===== config.mk =====
export PLATFORM = sky130hd
export DESIGN_NAME = agu_ptr_top
export DESIGN_NICKNAME = d
export VERILOG_FILES = /design/src/rtl/agu_pkg.sv /design/src/rtl/agu_ctrl.sv /design/src/rtl/agu_dp.sv /design/src/rtl/agu_ptr_top.sv
export SDC_FILE = /design/constraint.sdc
export NUM_CORES = 1
export LEC_CHECK = 0
export BUFFER_PORTS_ARGS = -buffer_cell sky130_fd_sc_hd__buf_4
export CORE_MARGIN = 2
export CORE_UTILIZATION = 53
export CTS_CLUSTER_DIAMETER = 100
export DETAILED_ROUTE_END_ITERATION = 8
export PLACE_DENSITY = 0.91
export SLEW_MARGIN = 20
export SYNTH_ARGS = -nofsm -noshare
export SYNTH_HDL_FRONTEND = slang
export SYNTH_SLANG_ARGS = --single-unit

===== constraint.sdc =====
create_clock -name clk -period 5.8 [get_ports clk]
set_clock_uncertainty 0.2 [all_clocks]
set_input_delay 1.16 -clock clk [delete_from_list [all_inputs] [get_ports clk]]
set_output_delay 1.16 -clock clk [all_outputs]
set_load 0.05 [all_outputs]

===== src/rtl/agu_pkg.sv =====
package agu_pkg;

  typedef enum logic [2:0] {
    AM_DIRECT  = 3'd0,
    AM_IND     = 3'd1,
    AM_DISP    = 3'd2,
    AM_PREDEC  = 3'd3,
    AM_POSTINC = 3'd4
  } addrMode_e;

  // strobes from control to datapath
  typedef struct packed {
    logic issue;       // legal request: produce an address
    logic reject;      // illegal request
    logic pickDirect;  // address comes from directAddr
    logic addOffset;   // add displacement to base
    logic stepDown;    // pre-decrement
    logic stepUp;      // post-increment
    logic writePtr;    // write updated pointer back
  } aguCtrl_t;

endpackage


===== src/rtl/agu_ctrl.sv =====
module agu_ctrl
  import agu_pkg::*;
#(
  parameter int NUM_PTRS   = 3,
  parameter int SEL_W      = 2,
  parameter int DISP_FIRST = 1   // lowest pointer index allowed to take a displacement
) (
  input  logic             reqValid,
  input  logic [2:0]       mode,
  input  logic [SEL_W-1:0] ptrSel,
  output aguCtrl_t         ctrl
);

  logic selInRange;
  logic selDispOk;
  logic modeOk;
  aguCtrl_t raw;

  assign selInRange = (ptrSel < SEL_W'(NUM_PTRS));
  assign selDispOk  = selInRange && (ptrSel >= SEL_W'(DISP_FIRST));

  always_comb begin
    raw    = '0;
    modeOk = 1'b0;
    case (mode)
      AM_DIRECT: begin
        modeOk         = 1'b1;
        raw.pickDirect = 1'b1;
      end
      AM_IND: begin
        modeOk = selInRange;
      end
      AM_DISP: begin
        modeOk        = selDispOk;
        raw.addOffset = 1'b1;
      end
      AM_PREDEC: begin
        modeOk       = selInRange;
        raw.stepDown = 1'b1;
        raw.writePtr = 1'b1;
      end
      AM_POSTINC: begin
        modeOk       = selInRange;
        raw.stepUp   = 1'b1;
        raw.writePtr = 1'b1;
      end
      default: modeOk = 1'b0;
    endcase
  end

  always_comb begin
    ctrl            = '0;
    ctrl.issue      = reqValid && modeOk;
    ctrl.reject     = reqValid && !modeOk;
    ctrl.pickDirect = ctrl.issue && raw.pickDirect;
    ctrl.addOffset  = ctrl.issue && raw.addOffset;
    ctrl.stepDown   = ctrl.issue && raw.stepDown;
    ctrl.stepUp     = ctrl.issue && raw.stepUp;
    ctrl.writePtr   = ctrl.issue && raw.writePtr;
  end

endmodule


===== src/rtl/agu_dp.sv =====
module agu_dp
  import agu_pkg::*;
#(
  parameter int BYTE_W   = 8,
  parameter int NUM_PTRS = 3,
  parameter int SEL_W    = 2,
  parameter int DISP_W   = 6,
  parameter int BASE_REG = 26,
  parameter int IDX_W    = 5,
  localparam int ADDR_W  = 2 * BYTE_W,
  localparam int REGS_W  = 2 * BYTE_W * NUM_PTRS
) (
  input  logic              clk,
  input  logic              rstN,
  input  aguCtrl_t          ctrl,
  input  logic [SEL_W-1:0]  ptrSel,
  input  logic [DISP_W-1:0] disp,
  input  logic [ADDR_W-1:0] directAddr,
  input  logic [REGS_W-1:0] ptrRegs,
  output logic              addrValid,
  output logic [ADDR_W-1:0] effAddr,
  output logic              illegal,
  output logic              wbEn,
  output logic [IDX_W-1:0]  wbRegIdx,
  output logic [BYTE_W-1:0] wbLo,
  output logic [BYTE_W-1:0] wbHi
);

  logic [ADDR_W-1:0] pairVal [NUM_PTRS];
  logic [ADDR_W-1:0] base;
  logic [ADDR_W-1:0] offset;
  logic [ADDR_W-1:0] baseDec;
  logic [ADDR_W-1:0] baseInc;
  logic [ADDR_W-1:0] nextAddr;
  logic [ADDR_W-1:0] nextPtr;
  logic [IDX_W-1:0]  nextIdx;

  // each pointer: even register is the low byte, the odd one above it the high byte
  for (genvar g = 0; g < NUM_PTRS; g++) begin : g_pair
    assign pairVal[g] = {ptrRegs[(2*g+1)*BYTE_W +: BYTE_W],
                         ptrRegs[(2*g)*BYTE_W   +: BYTE_W]};
  end

  always_comb begin
    base = '0;
    for (int i = 0; i < NUM_PTRS; i++) begin
      if (ptrSel == SEL_W'(i)) base = pairVal[i];
    end
  end

  assign offset  = {{(ADDR_W-DISP_W){1'b0}}, disp};
  assign baseDec = base - ADDR_W'(1);
  assign baseInc = base + ADDR_W'(1);

  always_comb begin
    if (ctrl.pickDirect)     nextAddr = directAddr;
    else if (ctrl.stepDown)  nextAddr = baseDec;
    else if (ctrl.addOffset) nextAddr = base + offset;
    else                     nextAddr = base;
  end

  assign nextPtr = ctrl.stepDown ? baseDec : baseInc;
  assign nextIdx = IDX_W'(BASE_REG) + IDX_W'({ptrSel, 1'b0});

  always_ff @(posedge clk) begin
    if (!rstN) begin
      addrValid <= 1'b0;
      effAddr   <= '0;
      illegal   <= 1'b0;
      wbEn      <= 1'b0;
      wbRegIdx  <= '0;
      wbLo      <= '0;
      wbHi      <= '0;
    end else begin
      addrValid <= ctrl.issue;
      effAddr   <= ctrl.issue ? nextAddr : '0;
      illegal   <= ctrl.reject;
      wbEn      <= ctrl.writePtr;
      wbRegIdx  <= ctrl.writePtr ? nextIdx : '0;
      wbLo      <= ctrl.writePtr ? nextPtr[BYTE_W-1:0] : '0;
      wbHi      <= ctrl.writePtr ? nextPtr[ADDR_W-1:BYTE_W] : '0;
    end
  end

endmodule


===== src/rtl/agu_ptr_top.sv =====
module agu_ptr_top
  import agu_pkg::*;
#(
  parameter int BYTE_W   = 8,
  parameter int NUM_PTRS = 3,
  parameter int DISP_W   = 6,
  parameter int BASE_REG = 26,
  localparam int ADDR_W  = 2 * BYTE_W,
  localparam int SEL_W   = $clog2(NUM_PTRS + 1),
  localparam int IDX_W   = $clog2(BASE_REG + 2 * NUM_PTRS),
  localparam int REGS_W  = 2 * BYTE_W * NUM_PTRS
) (
  input  logic              clk,
  input  logic              rstN,
  input  logic              reqValid,
  input  logic [2:0]        mode,
  input  logic [SEL_W-1:0]  ptrSel,
  input  logic [DISP_W-1:0] disp,
  input  logic [ADDR_W-1:0] directAddr,
  input  logic [REGS_W-1:0] ptrRegs,
  output logic              addrValid,
  output logic [ADDR_W-1:0] effAddr,
  output logic              illegal,
  output logic              wbEn,
  output logic [IDX_W-1:0]  wbRegIdx,
  output logic [BYTE_W-1:0] wbLo,
  output logic [BYTE_W-1:0] wbHi
);

  aguCtrl_t ctrl;

  agu_ctrl #(
    .NUM_PTRS  (NUM_PTRS),
    .SEL_W     (SEL_W),
    .DISP_FIRST(1)
  ) u_ctrl (
    .reqValid(reqValid),
    .mode    (mode),
    .ptrSel  (ptrSel),
    .ctrl    (ctrl)
  );

  agu_dp #(
    .BYTE_W  (BYTE_W),
    .NUM_PTRS(NUM_PTRS),
    .SEL_W   (SEL_W),
    .DISP_W  (DISP_W),
    .BASE_REG(BASE_REG),
    .IDX_W   (IDX_W)
  ) u_dp (
    .clk       (clk),
    .rstN      (rstN),
    .ctrl      (ctrl),
    .ptrSel    (ptrSel),
    .disp      (disp),
    .directAddr(directAddr),
    .ptrRegs   (ptrRegs),
    .addrValid (addrValid),
    .effAddr   (effAddr),
    .illegal   (illegal),
    .wbEn      (wbEn),
    .wbRegIdx  (wbRegIdx),
    .wbLo      (wbLo),
    .wbHi      (wbHi)
  );

endmodule


==> out/qor.csv, run 1 <==
stage;metric;value;unit
run_status;status;completed;
route;drt-met1-wl;3.72;mm
worst_setup_path;critPathLaunchType;input port;
final_layout;regArea;761;um2
cts;cts_made_buffers;5;
worst_setup_path;worst_path_max_delay_cell;ha_1;
route;wl_per_cell;17.4;um
flow_run;cap_viol_max_count;0;
route;viasPerCell;5.91;
worst_setup_path;path_max_fanout;23;
final_layout;antennaDiodeCount;0;
final_layout;multi_input_area;1950;um2
floorplan;ioPinCount;118;
final_layout;nets;562;
route;dr.pass1.iters;5;
cts;postCtsSetupBuffers;0;
route;met3_length;742;um
synthesis;netlist_area;2910;um2
sta;max_slew_margin;0.477;
power_and_ir_drop;p_per_area;211;nW/um2
grt;grt_antenna_before_repair;0;
route;drc_errors;0;
grt;grt_pass1_wl;15.2;mm
synthesis;synth_seq_cells;38;
synthesis;yosys-top-cells-area;dfxtp_1 (26%), a21oi_1 (5.5%), ha_1 (5.2%);
floorplan;initial_core_util;0.559;
cts;clkSlewWorstSetupHoldPaths;0.09;ns
sta;whs;0.847;ns
sta;fin_tns_setup;0;ns
placed_design;hpwl;7.41;mm
worst_setup_path;crit_arrival;4.78;ns
power_and_ir_drop;ir_worst_vdd;0.133;mV
synthesis;synth_cells;365;
cts;cts.sinks;38;
cts;htreeDepth;2;
cts;cts_buffer_depth;2;
floorplan;fp.dieW;78.1;um
sta;hold_viol_final;0;
worst_setup_path;crit_path_frequent_cell;inv_1;
route;wl;9.40;mm
sta;slew_violations;0;
floorplan;dieArea;6090;um2
synthesis;synth_enable_flop_cells;0;
route;vias;3201;
route;routed.top_layer;met4;
cts;cts_tree;done;
sta;tightestPinTransition;0.785;ns
cts;cts_hold_buffers;0;
cts;ctsResizeCount;0;
sta;period_needed;4.80;ns
floorplan;rows;26;
power_and_ir_drop;p_leak;0.00170;uW
synthesis;synth_top_cell_by_area;dfxtp_1;
synthesis;synthFlopType;dfxtp_1;
worst_setup_path;end_kind;register;
sta;grt_setup_unrepaired;false;
grt;grt_pass1_vias;3144;
final_layout;area_growth_syn_to_layout;34.6;%
placed_design;place_ws;0.843;ns
placed_design;port-buffer-count;116;
worst_setup_path;crit_end;u_dp.effAddr[12];
synthesis;syn-num-nets;456;
synthesis;seq_area_frac_synth;0.262;
placed_design;gp_congestion;0.974;
synthesis;synth_warnings;0;
floorplan;core;5200;um2
worst_setup_path;critPathRequiredTime;5.79;ns
worst_setup_path;startpoint;ptrSel[0];
floorplan;die_h;78.1;um
sta;fmax;208;MHz
grt;grtUsageTotal;0.313;
cts;cts_root_buffer;clkbuf_8;
worst_setup_path;worstPathCellList;buf_4 > inv_1 > ha_1 > a22oi_1 > inv_1 > ha_1 > inv_1 > or4_1 > or4_4 > nor4_2 > a21oi_1 > xnor2_1 > a22o_1;
final_layout;drive_gt1_frac;0.335;
synthesis;synthArstFlopShare;0;
worst_setup_path;max_stage_delay;0.67;ns
grt;grt_start_max_net_pins;29;
synthesis;syn_avg_cell_area;7.97;um2
final_layout;fill_cells;404;
route;initialDrtViolationCount;239;
route;ant_nets;0;
synthesis;synthDistinctLibCells;67;
worst_setup_path;critPathKind;input port to register;
synthesis;synth_top_area_share;0.262;
sta;fin_ws;1.00;ns
min_path;hold_class;input port to register;
route;wl_met2;4.83;mm
sta;timing.final.crit_share;0.827;
grt;grt.overflow.total;0;
sta;finalSetupViolations;0;
## flip-flops by register name, summed over array words and instances, names as in the netlist
| signal | cells |
|---|---|
| u_dp.addrValid | 1 |
| u_dp.effAddr | 16 |
| u_dp.illegal | 1 |
| u_dp.wbEn | 1 |
| u_dp.wbHi | 8 |
| u_dp.wbLo | 8 |
| u_dp.wbRegIdx | 3 |
## per-stage QoR
stage	cell area, um2	util	total power (uW)	std cells
after global placement	3770	0.725	539	534
final	3910	0.752	824	542
after floorplan	2910	-	453	365
after global routing	3910	0.752	855	542
after detailed placement	3770	0.725	541	534
after CTS	3910	0.752	821	542
## how the worst min path moves through the flow
stage | from | end | slack (ns) | cells after the start
5_1_grt | ptrSel[0] | u_dp.wbRegIdx[1] | 0.86 | 2
2_1_floorplan | ptrSel[0] | u_dp.wbRegIdx[1] | 1.03 | 1
3_3_place_gp | ptrSel[0] | u_dp.wbRegIdx[1] | 1.16 | 2
6_report | ptrSel[0] | u_dp.wbRegIdx[1] | 0.85 | 2
3_5_place_dp | ptrSel[0] | u_dp.wbRegIdx[1] | 1.17 | 2
4_1_cts | ptrSel[0] | u_dp.wbRegIdx[1] | 0.85 | 2
## final cells by class
cell class | instances | area share
clock inverter | 2 | 0.0153
sequential | 38 | 0.194
multi-input combinational | 288 | 0.499
tap | 70 | 0.0224
clock buffer | 6 | 0.0211
inverter | 18 | 0.0173
timing repair buffer | 120 | 0.230
## cells by family after synthesis
logic type,after synthesis,share of synthesized area
and+or+nand+nor,145,0.279
AOI/OAI and AO/OA,100,0.246
buffers and inverters,39,0.0663
DFF,38,0.262
xor gates and xnor gates,29,0.0873
adders and majority gates,13,0.0585
other,1,0.00129
## worst max-delay path: cells and delay by family
family | cells | cell delay [ns]
compound gates | 3 | 0.74
xor+xnor | 1 | 0.14
fa+ha+maj | 2 | 0.89
buf+inv | 4 | 0.55
simple gates | 3 | 1.29
## per-layer routing
metal,global-route usage,vias to the layer above
met4,0.0789,0
met1,0.377,1491
li1,-,1511
met5,0,-
met2,0.578,182
met3,0.0494,17
## power breakdown
group / switching, uW / internal (uW) / leakage, uW
clock: 101 / 184 / 0.0000714
combinational: 158 / 109 / 0.00132
sequential: 2.45 / 269 / 0.000308
total: 262 / 562 / 0.00170
## cells in the final DEF (no fill, tap or decap), drive strengths merged, types with 4 or more instances in the layout
| master | synthesis | routed |
|---|---|---|
| clkbuf | 9 | 6 |
| nor2b | 4 | 4 |
| ha | 12 | 12 |
| dfxtp | 38 | 38 |
| nand4 | 6 | 6 |
| inv | 18 | 18 |
| nor2 | 38 | 38 |
| nand2b | 4 | 4 |
| buf | 12 | 120 |
| nand3 | 10 | 10 |
| a21oi | 32 | 32 |
| nor4 | 6 | 6 |
| a22o | 4 | 4 |
| o21ai | 21 | 21 |
| nor3 | 13 | 13 |
| nand2 | 32 | 32 |
| xor2 | 13 | 13 |
| or2 | 6 | 6 |
| or3 | 5 | 5 |
| o21a | 4 | 4 |
| nand3b | 13 | 13 |
| xnor2 | 16 | 16 |
| a2bb2oi | 9 | 9 |
## cells in the mapped netlist (all sizes together), types with 6 or more instances
master,instances
a21oi,32
a2bb2oi,9
buf,12
clkbuf,9
dfxtp,38
ha,12
inv,18
nand2,32
nand3,10
nand3b,13
nand4,6
nor2,38
nor3,13
nor4,6
o21ai,21
or2,6
xnor2,16
xor2,13
Note: power is estimated with default switching activity, not from simulation.
==> inputs of run 2 (changes only) <==
CORE_UTILIZATION = 44   (was 53)
PLACE_DENSITY = 0.81   (was 0.91)
clock period = 4.4 ns   (was 5.8 ns; I/O delays follow)
==> run 2 against run 1 <==
  * Flip-flop and latch count is the same
  * Worst setup slack lost 0.45 ns
  * First-iteration DRC count grew 7.9%
  * Via count shrank 3.2%
  * Sequential share of layout area shrank 0.25 points
  * Non-clock buffer count grew 12
  * Worst hold slack lost 0.25 ns
  * Die area grew 19%
  * Critical endpoint unchanged
  * Largest cell class unchanged
==> out/qor.csv, run 2 (same netlist as run 1, synthesis figures left out) <==
stage;metric;value;unit
placed_design;port-buffer-count;116;
final_layout;mostFrequentLayoutCells;buf_4 (132), nor2_1 (38), dfxtp_1 (38);
final_layout;reg_top3;u_dp.effAddr x16, u_dp.wbHi x8, u_dp.wbLo x8;
sta;period_needed;3.84;ns
floorplan;fp.dieW;85.3;um
cts;cts_made_buffers;5;
final_layout;layout_commonest_cell;buf_4;
worst_setup_path;crit_path_frequent_cell;inv_1;
grt;grt_start_max_net_pins;20;
grt;grt_pass1_wl;14.3;mm
sta;grt_setup_unrepaired;false;
final_layout;fill_cells;582;
placed_design;gp_congestion;1.03;
run_status;status;completed;
sta;timing.final.crit_share;0.873;
route;ant_nets;0;
worst_setup_path;worstPathCellList;buf_4 > inv_1 > ha_1 > buf_4 > a21oi_1 > a22oi_1 > inv_1 > ha_1 > inv_1 > or4_1 > or4_4 > nor4_2 > a21oi_1 > xnor2_1 > a22o_1;
final_layout;largest_reg_flops;16;
power_and_ir_drop;swShare;0.345;
grt;grt_pass1_vias;2947;
worst_setup_path;critPathRequiredTime;4.39;ns
final_layout;top_register;u_dp.effAddr;
sta;finalSetupViolations;0;
worst_setup_path;path_max_fanout;13;
power_and_ir_drop;sequentialPowerShare;0.370;
cts;postCtsSetupBuffers;0;
sta;fin_tns_setup;0;ns
worst_setup_path;crit_arrival;3.83;ns
power_and_ir_drop;combPwrFrac;0.374;
final_layout;nets;574;
power_and_ir_drop;p_clk_frac;0.256;
power_and_ir_drop;p_int;634;uW
sta;tightestPinTransition;0.732;ns
power_and_ir_drop;power_switching;334;uW
cts;cts_buffer_depth;2;
sta;fmax;260;MHz
route;wl;9.02;mm
sta;slew_violations;0;
cts;cts_hold_buffers;0;
worst_setup_path;critPathLaunchType;input port;
cts;clkSlewWorstSetupHoldPaths;0.08;ns
grt;grt.overflow.total;0;
cts;cts_tree;done;
flow_run;cap_viol_max_count;0;
worst_setup_path;max_stage_delay;0.55;ns
route;dr.pass1.iters;5;
floorplan;rows;29;
power_and_ir_drop;p_per_area;244;nW/um2
sta;whs;0.601;ns
floorplan;dieArea;7280;um2
floorplan;core;6390;um2
worst_setup_path;critPathKind;input port to register;
cts;cts.sinks;38;
floorplan;ioPinCount;118;
placed_design;hpwl;7.42;mm
power_and_ir_drop;ir_worst_vdd;0.193;mV
cts;htreeDepth;2;
power_and_ir_drop;finalPower;968;uW
final_layout;utilization;0.621;
power_and_ir_drop;p_leak;0.00174;uW
final_layout;drive_gt1_frac;0.351;
floorplan;initial_core_util;0.455;
sta;max_slew_margin;0.512;
floorplan;die_h;85.3;um
route;vias;3099;
final_layout;antennaDiodeCount;0;
sta;hold_viol_final;0;
worst_setup_path;end_kind;register;
route;viasPerCell;5.52;
grt;grt_antenna_before_repair;0;
final_layout;area_growth_syn_to_layout;36.4;%
route;drc_errors;0;
worst_setup_path;worst_path_max_delay_cell;or4_1;
route;initialDrtViolationCount;258;
cts;cts_root_buffer;clkbuf_8;
route;wl_per_cell;16.1;um
min_path;hold_class;input port to register;
cts;ctsResizeCount;0;
grt;grtUsageTotal;0.248;
==> run 2: cell count changes in the layout (fill, tap and decap cells not counted) <==
| cell | change |
|---|---|
| buf_4 | +12 |
| clkinv_2 | +1 |
| bufinv_16 | -2 |
| clkinvlp_4 | +1 |
==> run 2: through the flow <==
| step | setup slack, ns | area, um2 | cells |
|---|---|---|---|
| after global routing | 0.370 | 3970 | 561 |
| final | 0.558 | 3970 | 561 |
| after CTS | 0.592 | 3970 | 561 |
| after global placement | 0.378 | 3870 | 553 |
| after detailed placement | 0.289 | 3870 | 553 |
| after floorplan | 0.378 | 2910 | 365 |
==> run 2: area by class of cell <==
cell class	count	area [um2]	share of cell area
Tap cell	77	96.3	0.0243
Timing Repair Buffer	132	991	0.250
Inverter	18	67.6	0.0170
Clock inverter	2	12.5	0.00316
Clock buffer	6	82.6	0.0208
Sequential cell	38	761	0.192
Multi-Input combinational cell	288	1950	0.493
==> run 2: final timing paths <==
kind / cells after the start / start / end
worst min-delay path: 2 / ptrSel[0] / u_dp.wbRegIdx[1]
worst max-delay path: 15 / ptrSel[1] / u_dp.effAddr[12]
==> run 2: power by group through the flow <==
stage | Combinational, uW | Clock (uW) | Sequential (uW)
CTS | 360 | 251 | 358
global placement | 357 | 0 | 366
floorplan | 190 | 0 | 407
finish | 362 | 248 | 358
detailed placement | 358 | 0 | 366
global route | 390 | 269 | 359
==> run 2: worst max-delay path, delay by kind of cell <==
family | cells | cell delay, ns
compound gates | 4 | 0.54
xor+xnor | 1 | 0.14
buf+inv | 5 | 0.58
simple gates | 3 | 1.23
fa+ha+maj | 2 | 0.44
==> run 2: metal layers <==
metal,vias up,share of wire,track usage
li1,1535,-,-
met1,1397,0.44,0.328
met2,157,0.46,0.413
met3,10,0.086,0.0457
met4,0,0.012,0.0664
met5,-,0,0
